$ cat src/rtl/pbank_pkg.sv
package pbank_pkg;
    localparam int ADDR_W        = 12;
    localparam int DATA_W        = 32;
    localparam int NUM_WAVE      = 4;
    localparam int NUM_LATE_WAVE = 2;   // first entries start after the delay
    localparam int WAVE_CNT_W    = 16;
    localparam int WAVE_HI_W     = 15;
    localparam int RS_CNT_W      = 24;
    localparam int RS_HI_W       = 23;
    localparam int DLY_W         = 4;

    localparam logic [ADDR_W-1:0] OFS_CTRL      = 12'h000;
    localparam logic [ADDR_W-1:0] OFS_STAT      = 12'h008;
    localparam logic [ADDR_W-1:0] OFS_WAVE_BASE = 12'h020;
    localparam logic [ADDR_W-1:0] OFS_MRST      = 12'h030;
    localparam logic [ADDR_W-1:0] OFS_RS_PER    = 12'h040;
    localparam logic [ADDR_W-1:0] OFS_RS_HI     = 12'h044;
    localparam logic [ADDR_W-1:0] OFS_SIG       = 12'h100;
    localparam logic [ADDR_W-1:0] OFS_REV       = 12'h104;
    localparam logic [ADDR_W-1:0] OFS_COMPAT    = 12'h108;
    localparam logic [ADDR_W-1:0] OFS_SCRATCH   = 12'h10C;

    localparam logic [DATA_W-1:0] SIG_WORD = 32'h7379_6E63;

    localparam int CTL_ARM      = 0;
    localparam int CTL_ODLY_LSB = 16;
    localparam int CTL_ODLY_UPD = 20;
    localparam int CTL_SDLY_LSB = 24;
    localparam int CTL_SDLY_UPD = 28;

    typedef struct packed {
        logic [WAVE_HI_W-1:0]  high;
        logic [WAVE_CNT_W-1:0] period;
    } wave_cfg_t;

    typedef struct packed {
        logic [RS_HI_W-1:0]  high;
        logic [RS_CNT_W-1:0] period;
    } rs_cfg_t;

    function automatic logic [ADDR_W-1:0] wave_addr(int idx);
        return OFS_WAVE_BASE + ADDR_W'(4 * idx);
    endfunction

    function automatic logic [DATA_W-1:0] wave_to_word(wave_cfg_t c);
        return {1'b0, c};
    endfunction

    function automatic wave_cfg_t word_to_wave(logic [DATA_W-1:0] w);
        return wave_cfg_t'(w[WAVE_HI_W+WAVE_CNT_W-1:0]);
    endfunction

    function automatic logic [DATA_W-1:0] ctrl_word(logic arm, logic [DLY_W-1:0] odly,
                                                    logic [DLY_W-1:0] sdly);
        logic [DATA_W-1:0] w;
        w = '0;
        w[CTL_ARM] = arm;
        w[CTL_ODLY_LSB +: DLY_W] = odly;
        w[CTL_SDLY_LSB +: DLY_W] = sdly;
        return w;
    endfunction
endpackage

$ cat src/rtl/pbank_pulser.sv
module pbank_pulser #(
    parameter int CNT_W = 16
) (
    input  logic             clk,
    input  logic             rst,
    input  logic             en_i,
    input  logic [CNT_W-1:0] period_i,
    input  logic [CNT_W-1:0] high_i,
    output logic             pulse_o
);
    logic [CNT_W-1:0] cnt_q;
    logic             wrap;

    assign wrap    = ({1'b0, cnt_q} + (CNT_W+1)'(1)) >= {1'b0, period_i};
    assign pulse_o = en_i && (cnt_q < high_i);

    always_ff @(posedge clk) begin
        if (rst || !en_i) begin
            cnt_q <= '0;
        end else if (wrap) begin
            cnt_q <= '0;
        end else begin
            cnt_q <= cnt_q + CNT_W'(1);
        end
    end


    start_phase_chk: assert property (@(posedge clk) disable iff (rst)
        $rose(en_i) |-> cnt_q == '0);


    idle_clear_chk: assert property (@(posedge clk) disable iff (rst)
        !en_i |=> (cnt_q == '0) || en_i);
endmodule

$ cat src/rtl/pbank_regs.sv
module pbank_regs
    import pbank_pkg::*;
#(
    parameter logic [DATA_W-1:0] REVISION_WORD = 32'h0002_0001,
    parameter logic [DATA_W-1:0] COMPAT_WORD   = 32'h0001_0000
) (
    input  logic                          clk,
    input  logic                          rst,
    input  logic                          wr_en_i,
    input  logic                          rd_en_i,
    input  logic [ADDR_W-1:0]             addr_i,
    input  logic [DATA_W-1:0]             wdata_i,
    output logic [DATA_W-1:0]             rdata_o,
    output logic                          rd_valid_o,
    input  logic                          captured_i,
    input  logic                          running_i,
    output logic                          arm_o,
    output logic [DLY_W-1:0]              sdly_o,
    output logic [DLY_W-1:0]              odly_o,
    output wave_cfg_t [NUM_WAVE-1:0]      wave_o,
    output rs_cfg_t                       rs_o,
    output logic                          mrst_o
);
    logic                      ctrl_hit;
    logic                      arm_q;
    logic [DLY_W-1:0]          sdly_q;
    logic [DLY_W-1:0]          odly_q;
    wave_cfg_t [NUM_WAVE-1:0]  wave_q;
    logic [RS_CNT_W-1:0]       rs_per_q;
    logic [RS_HI_W-1:0]        rs_hi_q;
    logic [DATA_W-1:0]         scratch_q;
    logic [DATA_W-1:0]         rd_mux;

    assign ctrl_hit = wr_en_i && (addr_i == OFS_CTRL);
    assign mrst_o   = wr_en_i && (addr_i == OFS_MRST) && wdata_i[0];

    always_ff @(posedge clk) begin
        if (rst) begin
            arm_q  <= 1'b0;
            sdly_q <= DLY_W'(1);
            odly_q <= '0;
        end else begin
            if (mrst_o) begin
                arm_q <= 1'b0;
            end else if (ctrl_hit) begin
                arm_q <= wdata_i[CTL_ARM];
            end
            if (ctrl_hit && wdata_i[CTL_SDLY_UPD]) begin
                sdly_q <= wdata_i[CTL_SDLY_LSB +: DLY_W];
            end
            if (ctrl_hit && wdata_i[CTL_ODLY_UPD]) begin
                odly_q <= wdata_i[CTL_ODLY_LSB +: DLY_W];
            end
        end
    end

    for (genvar g = 0; g < NUM_WAVE; g++) begin : g_wave_reg
        always_ff @(posedge clk) begin
            if (rst) begin
                wave_q[g] <= '0;
            end else if (wr_en_i && (addr_i == wave_addr(g))) begin
                wave_q[g] <= word_to_wave(wdata_i);
            end
        end
    end

    always_ff @(posedge clk) begin
        if (rst) begin
            rs_per_q  <= '0;
            rs_hi_q   <= '0;
            scratch_q <= '0;
        end else if (wr_en_i) begin
            if (addr_i == OFS_RS_PER)  rs_per_q  <= wdata_i[RS_CNT_W-1:0];
            if (addr_i == OFS_RS_HI)   rs_hi_q   <= wdata_i[RS_HI_W-1:0];
            if (addr_i == OFS_SCRATCH) scratch_q <= wdata_i;
        end
    end

    always_comb begin
        rd_mux = '0;
        case (addr_i)
            OFS_CTRL:    rd_mux = ctrl_word(arm_q, odly_q, sdly_q);
            OFS_STAT:    rd_mux = {{(DATA_W-2){1'b0}}, captured_i, running_i};
            OFS_RS_PER:  rd_mux = {{(DATA_W-RS_CNT_W){1'b0}}, rs_per_q};
            OFS_RS_HI:   rd_mux = {{(DATA_W-RS_HI_W){1'b0}}, rs_hi_q};
            OFS_SIG:     rd_mux = SIG_WORD;
            OFS_REV:     rd_mux = REVISION_WORD;
            OFS_COMPAT:  rd_mux = COMPAT_WORD;
            OFS_SCRATCH: rd_mux = scratch_q;
            default:     rd_mux = '0;
        endcase
        for (int i = 0; i < NUM_WAVE; i++) begin
            if (addr_i == wave_addr(i)) rd_mux = wave_to_word(wave_q[i]);
        end
    end

    always_ff @(posedge clk) begin
        if (rst) begin
            rdata_o    <= '0;
            rd_valid_o <= 1'b0;
        end else begin
            rd_valid_o <= rd_en_i;
            if (rd_en_i) rdata_o <= rd_mux;
        end
    end

    assign arm_o  = arm_q;
    assign sdly_o = sdly_q;
    assign odly_o = odly_q;
    assign wave_o = wave_q;
    assign rs_o   = '{high: rs_hi_q, period: rs_per_q};


    sdly_hold_chk: assert property (@(posedge clk) disable iff (rst)
        (ctrl_hit && !wdata_i[CTL_SDLY_UPD]) |=> $stable(sdly_q));


    odly_hold_chk: assert property (@(posedge clk) disable iff (rst)
        (ctrl_hit && !wdata_i[CTL_ODLY_UPD]) |=> $stable(odly_q));


    arm_clear_chk: assert property (@(posedge clk) disable iff (rst)
        mrst_o |=> !arm_q);


    rd_latency_chk: assert property (@(posedge clk) disable iff (rst)
        rd_en_i |=> rd_valid_o);
endmodule

$ cat src/rtl/pbank_seq.sv
module pbank_seq
    import pbank_pkg::*;
(
    input  logic             clk,
    input  logic             rst,
    input  logic             pps_i,
    input  logic             arm_i,
    input  logic             mrst_i,
    input  logic [DLY_W-1:0] sdly_i,
    output logic             captured_o,
    output logic             early_en_o,
    output logic             late_en_o
);
    logic             pps_q;
    logic             cap_q;
    logic             early_q;
    logic             late_q;
    logic [DLY_W-1:0] dcnt_q;
    logic             pps_rise;

    assign pps_rise = pps_i && !pps_q;

    always_ff @(posedge clk) begin
        if (rst) begin
            pps_q   <= 1'b0;
            cap_q   <= 1'b0;
            early_q <= 1'b0;
            late_q  <= 1'b0;
            dcnt_q  <= '0;
        end else begin
            pps_q <= pps_i;
            if (mrst_i) begin
                cap_q   <= 1'b0;
                early_q <= 1'b0;
                late_q  <= 1'b0;
                dcnt_q  <= '0;
            end else if (arm_i && !cap_q && pps_rise) begin
                cap_q   <= 1'b1;
                early_q <= 1'b1;
                dcnt_q  <= '0;
            end else if (early_q && !late_q) begin
                if (dcnt_q == sdly_i) begin
                    late_q <= 1'b1;
                end else begin
                    dcnt_q <= dcnt_q + DLY_W'(1);
                end
            end
        end
    end

    assign captured_o = cap_q;
    assign early_en_o = early_q;
    assign late_en_o  = late_q;


    late_after_early_chk: assert property (@(posedge clk) disable iff (rst)
        late_q |-> early_q);


    cap_needs_arm_chk: assert property (@(posedge clk) disable iff (rst)
        $rose(cap_q) |-> $past(arm_i) && $past(pps_i));


    cap_only_cleared_by_mrst_chk: assert property (@(posedge clk) disable iff (rst)
        $fell(cap_q) |-> $past(mrst_i));
endmodule

$ cat src/rtl/pbank_top.sv
module pbank_top
    import pbank_pkg::*;
#(
    parameter logic [DATA_W-1:0] REVISION_WORD = 32'h0002_0001,
    parameter logic [DATA_W-1:0] COMPAT_WORD   = 32'h0001_0000
) (
    input  logic              clk,
    input  logic              rst,
    input  logic              pps_in,
    input  logic              bus_wr_en,
    input  logic              bus_rd_en,
    input  logic [ADDR_W-1:0] bus_addr,
    input  logic [DATA_W-1:0] bus_wdata,
    output logic [DATA_W-1:0] bus_rdata,
    output logic              bus_rd_valid,
    output logic              restart_pulse,
    output logic              ref_pulse,
    output logic              radio_pulse,
    output logic              ref_slow_pulse,
    output logic              radio_slow_pulse,
    output logic              pps_captured,
    output logic [DLY_W-1:0]  pps_out_delay
);
    logic                     arm;
    logic                     mrst;
    logic [DLY_W-1:0]         sdly;
    wave_cfg_t [NUM_WAVE-1:0] wave_cfg;
    rs_cfg_t                  rs_cfg;
    logic                     early_en;
    logic                     late_en;
    logic [NUM_WAVE-1:0]      wave_pulse;

    pbank_regs #(
        .REVISION_WORD (REVISION_WORD),
        .COMPAT_WORD   (COMPAT_WORD)
    ) u_regs (
        .clk        (clk),
        .rst        (rst),
        .wr_en_i    (bus_wr_en),
        .rd_en_i    (bus_rd_en),
        .addr_i     (bus_addr),
        .wdata_i    (bus_wdata),
        .rdata_o    (bus_rdata),
        .rd_valid_o (bus_rd_valid),
        .captured_i (pps_captured),
        .running_i  (late_en),
        .arm_o      (arm),
        .sdly_o     (sdly),
        .odly_o     (pps_out_delay),
        .wave_o     (wave_cfg),
        .rs_o       (rs_cfg),
        .mrst_o     (mrst)
    );

    pbank_seq u_seq (
        .clk        (clk),
        .rst        (rst),
        .pps_i      (pps_in),
        .arm_i      (arm),
        .mrst_i     (mrst),
        .sdly_i     (sdly),
        .captured_o (pps_captured),
        .early_en_o (early_en),
        .late_en_o  (late_en)
    );

    pbank_pulser #(.CNT_W(RS_CNT_W)) u_restart (
        .clk      (clk),
        .rst      (rst),
        .en_i     (early_en),
        .period_i (rs_cfg.period),
        .high_i   ({1'b0, rs_cfg.high}),
        .pulse_o  (restart_pulse)
    );

    for (genvar g = 0; g < NUM_WAVE; g++) begin : g_wave
        localparam bit STARTS_LATE = (g < NUM_LATE_WAVE);
        logic run;
        assign run = STARTS_LATE ? late_en : early_en;
        pbank_pulser #(.CNT_W(WAVE_CNT_W)) u_pulser (
            .clk      (clk),
            .rst      (rst),
            .en_i     (run),
            .period_i (wave_cfg[g].period),
            .high_i   ({1'b0, wave_cfg[g].high}),
            .pulse_o  (wave_pulse[g])
        );
    end

    assign ref_pulse        = wave_pulse[0];
    assign radio_pulse      = wave_pulse[1];
    assign ref_slow_pulse   = wave_pulse[2];
    assign radio_slow_pulse = wave_pulse[3];


    mrst_quiet_chk: assert property (@(posedge clk) disable iff (rst)
        mrst |=> !(restart_pulse || ref_pulse || radio_pulse || ref_slow_pulse
                   || radio_slow_pulse || pps_captured));


    late_not_with_capture_chk: assert property (@(posedge clk) disable iff (rst)
        $rose(pps_captured) |-> !ref_pulse && !radio_pulse);
endmodule

$ cat config.mk
export PLATFORM = sky130hd
export DESIGN_NAME = pbank_top
export DESIGN_NICKNAME = d
export VERILOG_FILES = /design/src/rtl/pbank_pkg.sv /design/src/rtl/pbank_pulser.sv /design/src/rtl/pbank_regs.sv /design/src/rtl/pbank_seq.sv /design/src/rtl/pbank_top.sv
export SDC_FILE = /design/constraint.sdc
export NUM_CORES = 1
export LEC_CHECK = 0
export BUFFER_PORTS_ARGS = -buffer_cell sky130_fd_sc_hd__clkbuf_2
export CAP_MARGIN = 0
export CORE_MARGIN = 3
export CORE_UTILIZATION = 53
export CTS_CLUSTER_SIZE = 28
export DETAILED_ROUTE_END_ITERATION = 10
export PLACE_DENSITY = 0.69
export SYNTH_ARGS = -nofsm -noshare
export SYNTH_HDL_FRONTEND = slang
export SYNTH_HIERARCHICAL = 1
export SYNTH_SLANG_ARGS = --single-unit
$ cat constraint.sdc
create_clock -name clk -period 3.4 [get_ports clk]
set_input_delay 0.68 -clock clk [delete_from_list [all_inputs] [get_ports clk]]
set_output_delay 0.68 -clock clk [all_outputs]
set_load 0.05 [all_outputs]
Word level (Yosys, flattened, before mapping)
Cells that the tools add are included.
{ "totals": {"reg_bits": 340, "input_bits": 49, "out_inout_bits": 43, "word_cells": 102} }
{ "classes": {"add_sub_neg": 11, "magnitude_cmp": 10, "eq_ne": 13, "muxes": 5, "bitwise": 2, "reduce_logical": 36} }
{ "ops": {"columns": ["cell", "count"], "rows": [
  ["$pmux W32 S8", 1],
  ["$mux W32", 4],
  ["$add A16 B1 Y17 const B", 4],
  ["$ge A17 B16 Y1", 4],
  ["$add A16 B1 Y16 const B", 4],
  ["$lt A16 B15 Y1", 4],
  ["$eq A12 B6 Y1 const B", 5],
  ["$eq A12 B9 Y1 const B", 4],
  ["$add A24 B1 Y25 const B", 1],
  ["$ge A25 B24 Y1", 1],
  ["$add A24 B1 Y24 const B", 1],
  ["$eq A12 B7 Y1 const B", 2],
  ["$lt A24 B23 Y1", 1],
  ["$logic_and A1 B1 Y1", 18],
  ["$eq A12 B4 Y1 const B", 1],
  ["$logic_not A12 Y1", 1],
  ["$reduce_or A2 Y1", 6],
  ["$reduce_and A2 Y1", 4],
  ["$add A4 B1 Y4 const B", 1],
  ["$eq A4 B4 Y1", 1],
  ["$logic_not A1 Y1", 3],
  ["$reduce_and A3 Y1", 1],
  ["$reduce_or A3 Y1", 1],
  ["$logic_or A1 B1 Y1", 2],
  ["$not A1 Y1", 2]
]} }

Logic depth before layout (Yosys ltp)
Gate-level depths: netlist of the first run.
{ "depth": {"depth_word": 6, "depth_mapped": 14, "ltp_nobuf": 13} }

Hierarchy
The synthesis of the first run kept the hierarchy.
{ "modules_own_cells": {"columns": ["module", "n_inst", "cells_each", "area_per_inst_um2", "seq_area_each_um2"], "rows": [
  ["pbank_regs", 1, 1434, 10924.2, 4904.7],
  ["pbank_pulser at g_wave[1].u_pulser ...", 3, 181, 1540.2, 320.3],
  ["pbank_pulser at u_restart", 1, 282, 2317.2, 480.5],
  ["pbank_pulser at g_wave[0].u_pulser", 1, 186, 1497.7, 320.3],
  ["pbank_seq", 1, 36, 356.6, 140.1],
  ["pbank_top", 1, 1, 3.8, 0.0]
]} }

Worst setup path after synthesis of the first run
OpenSTA, ideal clock, no wires.
{ "synth_timing": {"path_kind": "flip-flop to output port", "from": "reg u_regs.wave_q (netlist bit u_regs/wave_o[120])", "to": "out radio_slow_pulse", "arrival_time_ps": 2149, "t_required_ps": 2720, "path_slack_ps": 571, "path_stages_with_launch": 8, "path_buffers": 0, "cell_sequence": "dfxtp_1 > inv_1 > ha_1 > a21oi_1 > o21ai_0 > a2111oi_0 > o21ai_0 > a21oi_1"} }
{ "synth_between": {"elab_chain_len": 2} }
{ "synth_lines": {"columns": ["item", "line", "text"], "rows": [
  ["from (decl)", "pbank_regs.sv:28", "wave_cfg_t [NUM_WAVE-1:0] wave_q;"],
  ["from (signal, indexed assignment)", "pbank_regs.sv:62", "wave_q[g] <= word_to_wave(wdata_i);"],
  ["$lt A16 B15 Y1", "pbank_pulser.sv:15", "assign pulse_o = en_i && (cnt_q < high_i);"],
  ["$logic_and A1 B1 Y1", "pbank_pulser.sv:15", null],
  ["to (decl)", "pbank_top.sv:20", "output logic radio_slow_pulse,"]
]} }
No other way between the ends.

Final worst setup path of the first run
Same ends and word-level chain as after synthesis.

==> results of run 1 <==
==> worst max path at each step <==
| stage | endpoint | start | cells past startpoint | slack [ns] |
|---|---|---|---|---|
| 2_1_floorplan | radio_slow_pulse | u_regs/wave_o[120]$_SDFFE_PP0P_ | 7 | 0.57 |
| 3_3_place_gp | u_restart/cnt_q[18]$_SDFF_PP0_ | u_restart/cnt_q[0]$_SDFF_PP0_ | 12 | 0.20 |
| 3_5_place_dp | u_restart/cnt_q[11]$_SDFF_PP0_ | u_restart/cnt_q[4]$_SDFF_PP0_ | 12 | 0.13 |
| 4_1_cts | radio_slow_pulse | u_regs/wave_o[120]$_SDFFE_PP0P_ | 8 | 0.007 |
| 5_1_grt | restart_pulse | u_regs/rs_hi_q[4]$_SDFFE_PP0P_ | 8 | -0.01 |
| 6_report | radio_slow_pulse | u_regs/wave_o[120]$_SDFFE_PP0P_ | 8 | 0.03 |
==> metrics by stage <==
stage	std cells	setup WS (ns)	setup TNS [ns]
2_1_floorplan	2486	0.571	0
3_3_place_gp	2974	0.202	0
3_5_place_dp	2974	0.126	0
4_1_cts	3042	0.00657	0
5_1_grt	3044	-0.0138	-0.0297
6_report	3044	0.0331	0
==> cell usage after synthesis, types with 5 or more instances <==
cell type	n	share of area
nor2_2	10	0.0032
nor4_1	16	0.0051
nand4b_1	5	0.0022
a22oi_1	11	0.0042
a22o_1	10	0.0044
a211oi_1	11	0.0042
o221ai_1	14	0.0062
nand3_2	5	0.0025
buf_2	43	0.011
mux2i_1	32	0.016
nand4_1	36	0.011
o211ai_1	5	0.0019
a21oi_2	6	0.0027
o21a_1	8	0.0030
nand3_1	40	0.010
buf_4	5	0.0019
a21o_1	17	0.0065
nor2b_2	28	0.012
clkbuf_1	67	0.013
a2111oi_0	9	0.0040
a31o_1	7	0.0031
dfxtp_1	340	0.35
o21ai_1	8	0.0020
buf_6	8	0.0046
xnor2_1	33	0.015
inv_1	194	0.037
and2b_2	15	0.0067
o21ai_0	78	0.020
nand2b_1	12	0.0038
nor2b_1	21	0.0067
o22ai_1	16	0.0051
a21oi_1	305	0.077
a32oi_1	13	0.0058
nor3_2	13	0.0066
a221oi_1	6	0.0027
nor2_1	98	0.019
nor3_1	22	0.0056
and4_1	15	0.0067
xor2_1	46	0.020
o2bb2ai_1	9	0.0040
and3_1	33	0.010
nand2_1	541	0.10
ha_1	177	0.11
==> registers in the layout, indices dropped and copies added (netlist names), 23 cells and up <==
name                   count
u_regs/wave_o            124
g_wave.u_pulser/cnt_q     64
u_regs/rdata_o            32
u_regs/scratch_q          32
u_regs/rs_per_q           24
u_restart/cnt_q           24
u_regs/rs_hi_q            23
==> cells in the final DEF (no fill, tap or decap), types with 8 or more instances in the layout <==
| cell | synthesis | layout |
|---|---|---|
| a22o_1 | 10 | 10 |
| nor2b_2 | 28 | 28 |
| o221ai_1 | 14 | 14 |
| clkbuf_8 | 0 | 9 |
| xnor2_1 | 33 | 33 |
| nor2_1 | 98 | 96 |
| clkbuf_2 | 0 | 85 |
| mux2i_1 | 32 | 32 |
| nand3_1 | 40 | 40 |
| o2bb2ai_1 | 9 | 9 |
| a22oi_1 | 11 | 11 |
| o22ai_1 | 16 | 16 |
| clkbuf_1 | 67 | 8 |
| a32oi_1 | 13 | 13 |
| ha_1 | 177 | 177 |
| buf_4 | 5 | 53 |
| nor2_2 | 10 | 12 |
| a211oi_1 | 11 | 11 |
| nor3_2 | 13 | 9 |
| and2b_2 | 15 | 15 |
| clkbuf_16 | 0 | 41 |
| and4_1 | 15 | 15 |
| clkinv_2 | 0 | 9 |
| nand4_1 | 36 | 36 |
| nor3_1 | 22 | 22 |
| xor2_1 | 46 | 46 |
| a21o_1 | 17 | 16 |
| nor2b_1 | 21 | 21 |
| o21ai_0 | 78 | 73 |
| inv_1 | 194 | 194 |
| dfxtp_1 | 340 | 338 |
| nor4_1 | 16 | 13 |
| and3_1 | 33 | 33 |
| nand2b_1 | 12 | 12 |
| nand2_1 | 541 | 541 |
| a21oi_1 | 305 | 304 |
| o21ai_1 | 8 | 13 |
==> metal layers <==
metal  track usage  vias up  routed length (µm)
met3        0.0579      171                7120
met5             0        -                   0
met4         0.136        0                2940
met2         0.513     1018               29100
li1              -     8684                   -
met1         0.473     8960               28400
==> layout make-up <==
type / instances / area, µm² / share of cell area
Timing Repair Buffer: 147 / 963 / 0.0437
Clock inverter: 11 / 82.6 / 0.00375
Sequential cell: 340 / 6810 / 0.309
Inverter: 195 / 732 / 0.0332
Multi-Input combinational cell: 1826 / 11700 / 0.531
Tap cell: 468 / 586 / 0.0266
Clock buffer: 57 / 1170 / 0.0529
==> kinds of logic after synthesis <==
logic type,share of synthesized area
AO/OA/AOI/OAI,0.178
XOR/XNOR,0.0384
AND/OR/NAND/NOR,0.239
other,0.000190
flip-flops,0.345
adder cells (fa/ha/maj),0.112
multiplexers,0.0185
buffers and inverters,0.0687
==> power groups by stage <==
stage               clock, µW  combinational (µW)  sequential (µW)
finish                   4190                 366             3990
global route             4380                 377             3990
CTS                      4220                 352             3990
detailed placement          0                 351             4080
global placement            0                 349             4080
floorplan                   0                 178             4080
==> worst max-delay path, delay by kind of cell, from the launching register on <==
family          cells  cell delay [ns]
fa+ha+maj           1             0.36
flops               1             0.40
buf+inv             2             0.39
compound gates      5             0.97
==> repair_timing <==
item	in CTS	in global routing
setup buffers	0	1
gates cloned	0	1
hold buffers	0	0
hold endpoints to repair	0	0
setup endpoints to repair	4	34
resized for setup	9	23
pin swaps	0	5
==> flow_metrics.tcl, run 1 <==
set metrics [dict create \
    die-width_um 199 \
    cp-end-kind "output pin" \
    syn-instance-count 2482 \
    cts_max_level 2 \
    synth_area_um2 19700 \
    period_share 0.990 \
    hold_depth 3 \
    grt_overflow 0 \
    ios 92 \
    postRouteWirelength_um 67500 \
    portBuffers 91 \
    reg2regPathDepth 12 \
    place_congestion 0.947 \
    switching_power_uw 2030 \
    fillers 3301 \
    fp.dieH_um 199 \
    internal_power_uw 6510 \
    slew_viol_final 0 \
    die-area_um2 39600 \
    cts.path.max_buffers 3 \
    tightest_slew_ns 0.852 \
    max_stage_delay_ns 0.40 \
    hp-class "in2reg" \
    p_comb_frac 0.043 \
    post-route-util 0.602 \
    start_util 0.539 \
    fin_area_um2 22000 \
    dr.first_iter.drc_count 2040 \
    antenna_found_initial 0 \
    dpl_cell_area_um2 20700 \
    cts_tree "built" \
    ys_seq_area_frac 0.345 \
    synth_edf_count 0 \
    min-delay-start "bus_wdata[31]" \
    cpMaxStageDelayCell "dfxtp_1" \
    first_pass_iters 6 \
    r2r_end "u_restart/cnt_q[18]$_SDFF_PP0_" \
    peakVddDrop_mv 0.347 \
    seqPwrFrac 0.467 \
    finClkSkew_ns 0.0216 \
    crit_type "reg2out" \
    startpoint_type "flop" \
    areaGrowthSynthToFinish_pct 11.7 \
    clkTransAtPathRegs_ns 0.06 \
    cap_violations 0 \
    max_slew_margin 0.432 \
    grt_use_total 0.336 \
    via_per_inst 6.19 \
    status "finished clean" \
    grt_pass1_vias 17668 \
    num_antenna_cells 0 \
    wl_per_cell_um 22.2 \
    setup_viol 0 \
    cp.required_ns 2.72 \
    dp_hpwl_um 50300 \
    cts_num_sinks 340 \
    power-per-cell-area_nw_per_um2 388 \
    routed-via-count 18833 \
    ys_types 95 \
    synth_ff_type "dfxtp_1" \
    worstReg2RegStart "u_restart/cnt_q[0]$_SDFF_PP0_" \
    nNetsFinal 2775 \
    syn_avg_cell_area_um2 7.95 \
    whs_ns 0.370 \
    rows 70 \
    core_area_um2 36600 \
    root_buffer "clkbuf_16" \
    grt_pass1_wl_um 103000 \
    min_period_ns 3.37 \
    synthArstFlopShare 0 \
    cts_buffers 39 \
    path_cells "inv_1 > ha_1 > a21oi_1 > o21ai_0 > a2111oi_0 > o21ai_1 > a21oi_2 > clkbuf_8" \
    ant_nets 0 \
    hold_end "u_regs/scratch_q[31]$_SDFFE_PP0P_" \
    p_leak_uw 0.00841 \
    r2r_slack_ns 0.19 \
    p_clk_frac 0.490 \
    hold_viol 0 \
    power.total_uw 8540 \
    ys.warnings.count 6 \
    swShare 0.237 \
    fmax_mhz 297 \
    grt_max_degree 109 \
    drc 0 \
    arrival_ns 2.69 \
    drive_gt1_frac 0.133 \
    worstSkewPairLatency_ns 0.57 \
    crit_fanout 4 \
    ys_ff_latch 340 \
]
No activity file was read; power rests on OpenSTA's default activity.
==> run 2: changes to the inputs <==
CTS_BUF_LIST = sky130_fd_sc_hd__clkbuf_2 sky130_fd_sc_hd__clkbuf_4 sky130_fd_sc_hd__clkbuf_8   (was default)
MAX_ROUTING_LAYER = met4   (was default)
==> flow_metrics.tcl, run 2 (synthesis gave the netlist of run 1 again) <==
set metrics [dict create \
    status "finished clean" \
    mostFrequentLayoutCells "nand2_1 (541), dfxtp_1 (333), a21oi_1 (297)" \
    die-area_um2 39600 \
    cts.path.max_buffers 3 \
    place_congestion 0.966 \
    cts_num_sinks 340 \
    fp.dieH_um 199 \
    cap_violations 0 \
    tightest_slew_ns 0.914 \
    first_pass_iters 6 \
    ios 92 \
    power-per-cell-area_nw_per_um2 367 \
    dr.first_iter.drc_count 1875 \
    core_area_um2 36600 \
    start_util 0.539 \
    cp_top_family "compound AO/OA/AOI/OAI gates" \
    worstSkewPairLatency_ns 0.66 \
    path_cells "inv_1 > ha_1 > nand2_1 > o21ai_2 > a2111oi_2 > o21ai_1 > a21oi_2 > buf_8" \
    min_period_ns 3.30 \
    fmax_mhz 303 \
    place_ws_ns 0.0473 \
    slew_viol_final 0 \
    grt_pass1_vias 17563 \
    postRouteWirelength_um 67600 \
    period_share 0.970 \
    via_per_inst 6.12 \
    power.total_uw 8050 \
    path_buf_inv 2 \
    finClkSkew_ns 0.0172 \
    setup_viol 0 \
    layout_commonest_cell "nand2_1" \
    layout_setup_ws_ns 0.101 \
    cp.required_ns 2.72 \
    fin_area_um2 21900 \
    max_slew_margin 0.390 \
    hp-class "in2reg" \
    routed-via-count 18779 \
    startpoint_type "flop" \
    grt_max_degree 79 \
    drc 0 \
    hold_viol 0 \
    fin_tns_setup_ns 0 \
    cpMaxStageDelayCell "dfxtp_1" \
    cts_max_level 2 \
    arrival_ns 2.62 \
    grt_overflow 0 \
    wl_per_cell_um 22.0 \
    nNetsFinal 2796 \
    crit_type "reg2out" \
    cts_tree "built" \
    ant_nets 0 \
    cts_hold_buf 0 \
    clkTransAtPathRegs_ns 0.06 \
    cp-end-kind "output pin" \
    grt_pass1_wl_um 103000 \
    largest_reg_flops 124 \
    rows 70 \
    areaGrowthSynthToFinish_pct 11.3 \
    dp_hpwl_um 50400 \
    antenna_found_initial 1 \
    drive_gt1_frac 0.151 \
    die-width_um 199 \
    root_buffer "clkbuf_8" \
    crit_fanout 4 \
    p_leak_uw 0.00841 \
    max_stage_delay_ns 0.38 \
    portBuffers 91 \
    cts_buffers 58 \
    dpl_cell_area_um2 20700 \
    grt_use_total 0.345 \
    peakVddDrop_mv 0.259 \
]
## run 2: cell type report
class	count	area (µm²)
diodes	1	2.50
clock buffers	82	1070
clock inverters	8	40.0
fillers	3354	14700
inverters	195	732
multi-input cells	1826	11700
flip-flops and latches	340	6820
well taps	468	586
repair buffers	149	973
## run 2: worst register-to-register path, stage by stage, from the launching register on
cell and delay (ns):
dfxtp_1 0.43, ha_1 0.24, nand3_2 0.16, nor4_4 0.37, and4_4 0.30, xor2_1 0.08
ha_1 0.30, nand4_1 0.12, nor4_2 0.34, a22oi_1 0.14, o21a_2 0.18, buf_4 0.18
and3_1 0.19
## run 2: final timing paths
kind	start	to	slack, ns	cells after the start
worst min register to register	u_regs/scratch_q[11]$_SDFFE_PP0P_	u_regs/scratch_q[11]$_SDFFE_PP0P_	0.46	2
worst max-delay path	u_regs/wave_o[119]$_SDFFE_PP0P_	radio_slow_pulse	0.10	8
worst min-delay path	bus_wdata[31]	u_regs/scratch_q[31]$_SDFFE_PP0P_	0.27	3
worst max register to register	u_restart/cnt_q[0]$_SDFF_PP0_	u_restart/cnt_q[14]$_SDFF_PP0_	0.26	12
## run 2: power by group
| group | internal [µW] | total, µW | switching [µW] |
|---|---|---|---|
| sequential | 3990 | 3990 | 2.78 |
| clock | 1990 | 3690 | 1700 |
| combinational | 81.5 | 368 | 287 |
| total | 6060 | 8050 | 1990 |
## run 2: through the flow
stage / utilization / std cells / hold slack (ns)
floorplan: - / 2486 / 0.434
global placement: 0.564 / 2976 / 0.437
detailed placement: 0.564 / 2976 / 0.447
CTS: 0.596 / 3066 / 0.236
global route: 0.600 / 3069 / 0.289
finish: 0.600 / 3069 / 0.267
## run 2: repair_timing
item	4_1_cts	5_1_grt
endpoints found under the setup margin	5	33
gates cloned	0	1
resized for setup	18	36
setup buffers	0	1
pin swaps	6	7
## run 2: routing by layer
layer / global-route usage / up-vias / part of all wire
li1: - / 8716 / -
met5: - / - / 0
met2: 0.506 / 966 / 0.43
met3: 0.0789 / 162 / 0.11
met4: 0.123 / 0 / 0.038
met1: 0.466 / 8935 / 0.42
==> run 3: changes to the inputs <==
ABC_AREA = 1   (was default)
==> flow_metrics.tcl, run 3 <==
set metrics [dict create \
    dpl_cell_area_um2 21600 \
    cap_violations 0 \
    final-seq-area_um2 6810 \
    setup_viol 0 \
    seqPwrFrac 0.478 \
    crit_fanout 3 \
    dp_hpwl_um 49100 \
    via_per_inst 5.32 \
    root_buffer "clkbuf_8" \
    cts_num_sinks 340 \
    nNetsFinal 3386 \
    tightest_slew_ns 0.885 \
    startpoint_type "flop" \
    syn_avg_cell_area_um2 6.77 \
    fmax_mhz 312 \
    postRouteWirelength_um 65900 \
    worstSkewPairLatency_ns 0.66 \
    grt_pass1_vias 18279 \
    rows 72 \
    mostFrequentLayoutCells "inv_1 (683), nand2_1 (556), dfxtp_1 (340)" \
    cts_max_level 2 \
    yosys.area.top_type "dfxtp_1" \
    yosysMostFrequentCell "inv_1" \
    synthTopCellsByCount "inv_1 (684), nand2_1 (556), dfxtp_1 (340)" \
    antenna_found_initial 0 \
    ys.warnings.count 6 \
    path_cells "inv_1 > ha_1 > a21oi_1 > o21ai_0 > a21oi_1 > nand2_1 > a21oi_1 > clkbuf_2" \
    clkTransAtPathRegs_ns 0.06 \
    grt_pass1_wl_um 102000 \
    hold_viol 0 \
    arrival_ns 2.53 \
    place_congestion 0.937 \
    fin_area_um2 22900 \
    routed-via-count 19813 \
    synth_edf_count 0 \
    switching_power_uw 1970 \
    areaGrowthSynthToFinish_pct 9.58 \
    dr.first_iter.drc_count 1956 \
    synthTopCellsByArea "dfxtp_1 (33%), inv_1 (12%), ha_1 (11%)" \
    cp_top_family "compound AO/OA/AOI/OAI gates" \
    slew_viol_final 0 \
    max_stage_delay_ns 0.37 \
    ios 92 \
    dr_wl_met3_um 4700 \
    ant_nets 0 \
    swShare 0.236 \
    core_area_um2 38800 \
    first_pass_iters 7 \
    cts_tree "built" \
    hp-class "in2reg" \
    cts.path.max_buffers 3 \
    largest_reg_flops 124 \
    wl_per_cell_um 17.7 \
    power-per-cell-area_nw_per_um2 364 \
    cpMaxStageDelayCell "dfxtp_1" \
    drt-met1-wl_um 29400 \
    synth_top_area_frac 0.325 \
    syn-instance-count 3088 \
    rsz0062_at_grt "no" \
    cts_buffers 59 \
    start_util 0.539 \
    layout_commonest_cell "inv_1" \
    grt_overflow 0 \
    status "finished clean" \
    grt_use_total 0.321 \
    crit_type "reg2out" \
    ys_seq_area_frac 0.325 \
    peakVddDrop_mv 0.299 \
    period_share 0.944 \
    multi_input_area_um2 10900 \
    p_leak_uw 0.0102 \
    p_clk_frac 0.487 \
    ys_ff_latch 340 \
    cts_hold_buf 0 \
    postCtsSetupBuffers 0 \
    cp_common_cell "a21oi_1" \
    fillers 3767 \
    internal_power_uw 6370 \
    finClkSkew_ns 0.0321 \
    drive_gt1_frac 0.115 \
    min_period_ns 3.21 \
    drc 0 \
    synthArstFlopShare 0 \
    portBuffers 91 \
    fp.dieH_um 205 \
    fin_tns_setup_ns 0 \
    grt_max_degree 130 \
    synth_area_um2 20900 \
    cts_resized 0 \
    cp.required_ns 2.72 \
    ys_types 49 \
    cp-end-kind "output pin" \
    max_slew_margin 0.409 \
    wl_met2_um 28600 \
    p_comb_frac 0.035 \
    die-width_um 205 \
    highest_layer "met4" \
    path_buf_inv 2 \
    die-area_um2 41900 \
    synth_ff_type "dfxtp_1" \
]
run 3: per-stage QoR:
step / util / setup slack [ns] / power [µW] / hold slack [ns] / cells
finish: 0.590 / 0.190 / 8340 / 0.225 / 3722
global route: 0.590 / 0.0264 / 8600 / 0.215 / 3721
CTS: 0.590 / 0.192 / 8390 / 0.200 / 3721
detailed placement: 0.558 / 0.327 / 4360 / 0.439 / 3617
global placement: 0.558 / 0.447 / 4360 / 0.434 / 3617
floorplan: - / 0.635 / 4210 / 0.425 / 3092
run 3: area by class of cell:
| type | instances | share of cell area |
|---|---|---|
| clock inverter | 7 | 0.00398 |
| antenna | 1 | 0.000109 |
| multi-input combinational | 1950 | 0.478 |
| timing repair buffer | 112 | 0.0274 |
| clock buffer | 97 | 0.0514 |
| inverter | 697 | 0.114 |
| sequential | 340 | 0.297 |
| tap | 518 | 0.0283 |
run 3: cell families after synthesis:
logic type | after synthesis | synth area share
flip-flops | 340 | 0.325
adder cells (fa/ha/maj) | 177 | 0.106
buffers and inverters | 802 | 0.152
XOR/XNOR | 46 | 0.0193
AND/OR/NAND/NOR | 1070 | 0.232
other | 1 | 0.000179
AO/OA/AOI/OAI | 652 | 0.165
run 3: worst register-to-register path, stage by stage (launching register included):
cell and delay (ns):
dfxtp_1 0.38, ha_1 0.20, nand2_1 0.09, nor2_2 0.22, nand2_2 0.12, nor2_2 0.17
nand4_1 0.13, xor2_1 0.25, inv_1 0.08, ha_1 0.30, nand2_1 0.07, nor2_1 0.04
nand2_1 0.09, nor2_1 0.07, nand2_1 0.08, nand3_2 0.08, nor2_2 0.13, nand3_4 0.35
nor2_2 0.20
run 3: routing by layer:
layer / vias up / GRT usage
met3: 150 / 0.0397
met1: 9107 / 0.439
met4: 0 / 0.143
met5: - / -
li1: 9822 / -
met2: 734 / 0.475
run 3: power by group through the flow:
stage | registers [µW] | clock network, µW | logic (µW)
3_5_place_dp | 4070 | 0 | 286
2_1_floorplan | 4080 | 0 | 136
3_3_place_gp | 4070 | 0 | 282
5_1_grt | 3990 | 4300 | 315
4_1_cts | 3990 | 4120 | 287
6_report | 3990 | 4060 | 295
run 3: path summary, 6_finish.rpt:
check,start,end,slack (ns),cells after the start
max,u_regs/rs_hi_q[19]$_SDFFE_PP0P_,restart_pulse,0.19,8
min reg2reg,u_regs/scratch_q[29]$_SDFFE_PP0P_,u_regs/scratch_q[29]$_SDFFE_PP0P_,0.45,2
max reg2reg,u_restart/cnt_q[1]$_SDFF_PP0_,u_restart/cnt_q[3]$_SDFF_PP0_,0.28,18
min,pps_in,u_seq/pps_q$_SDFF_PP0_,0.23,3
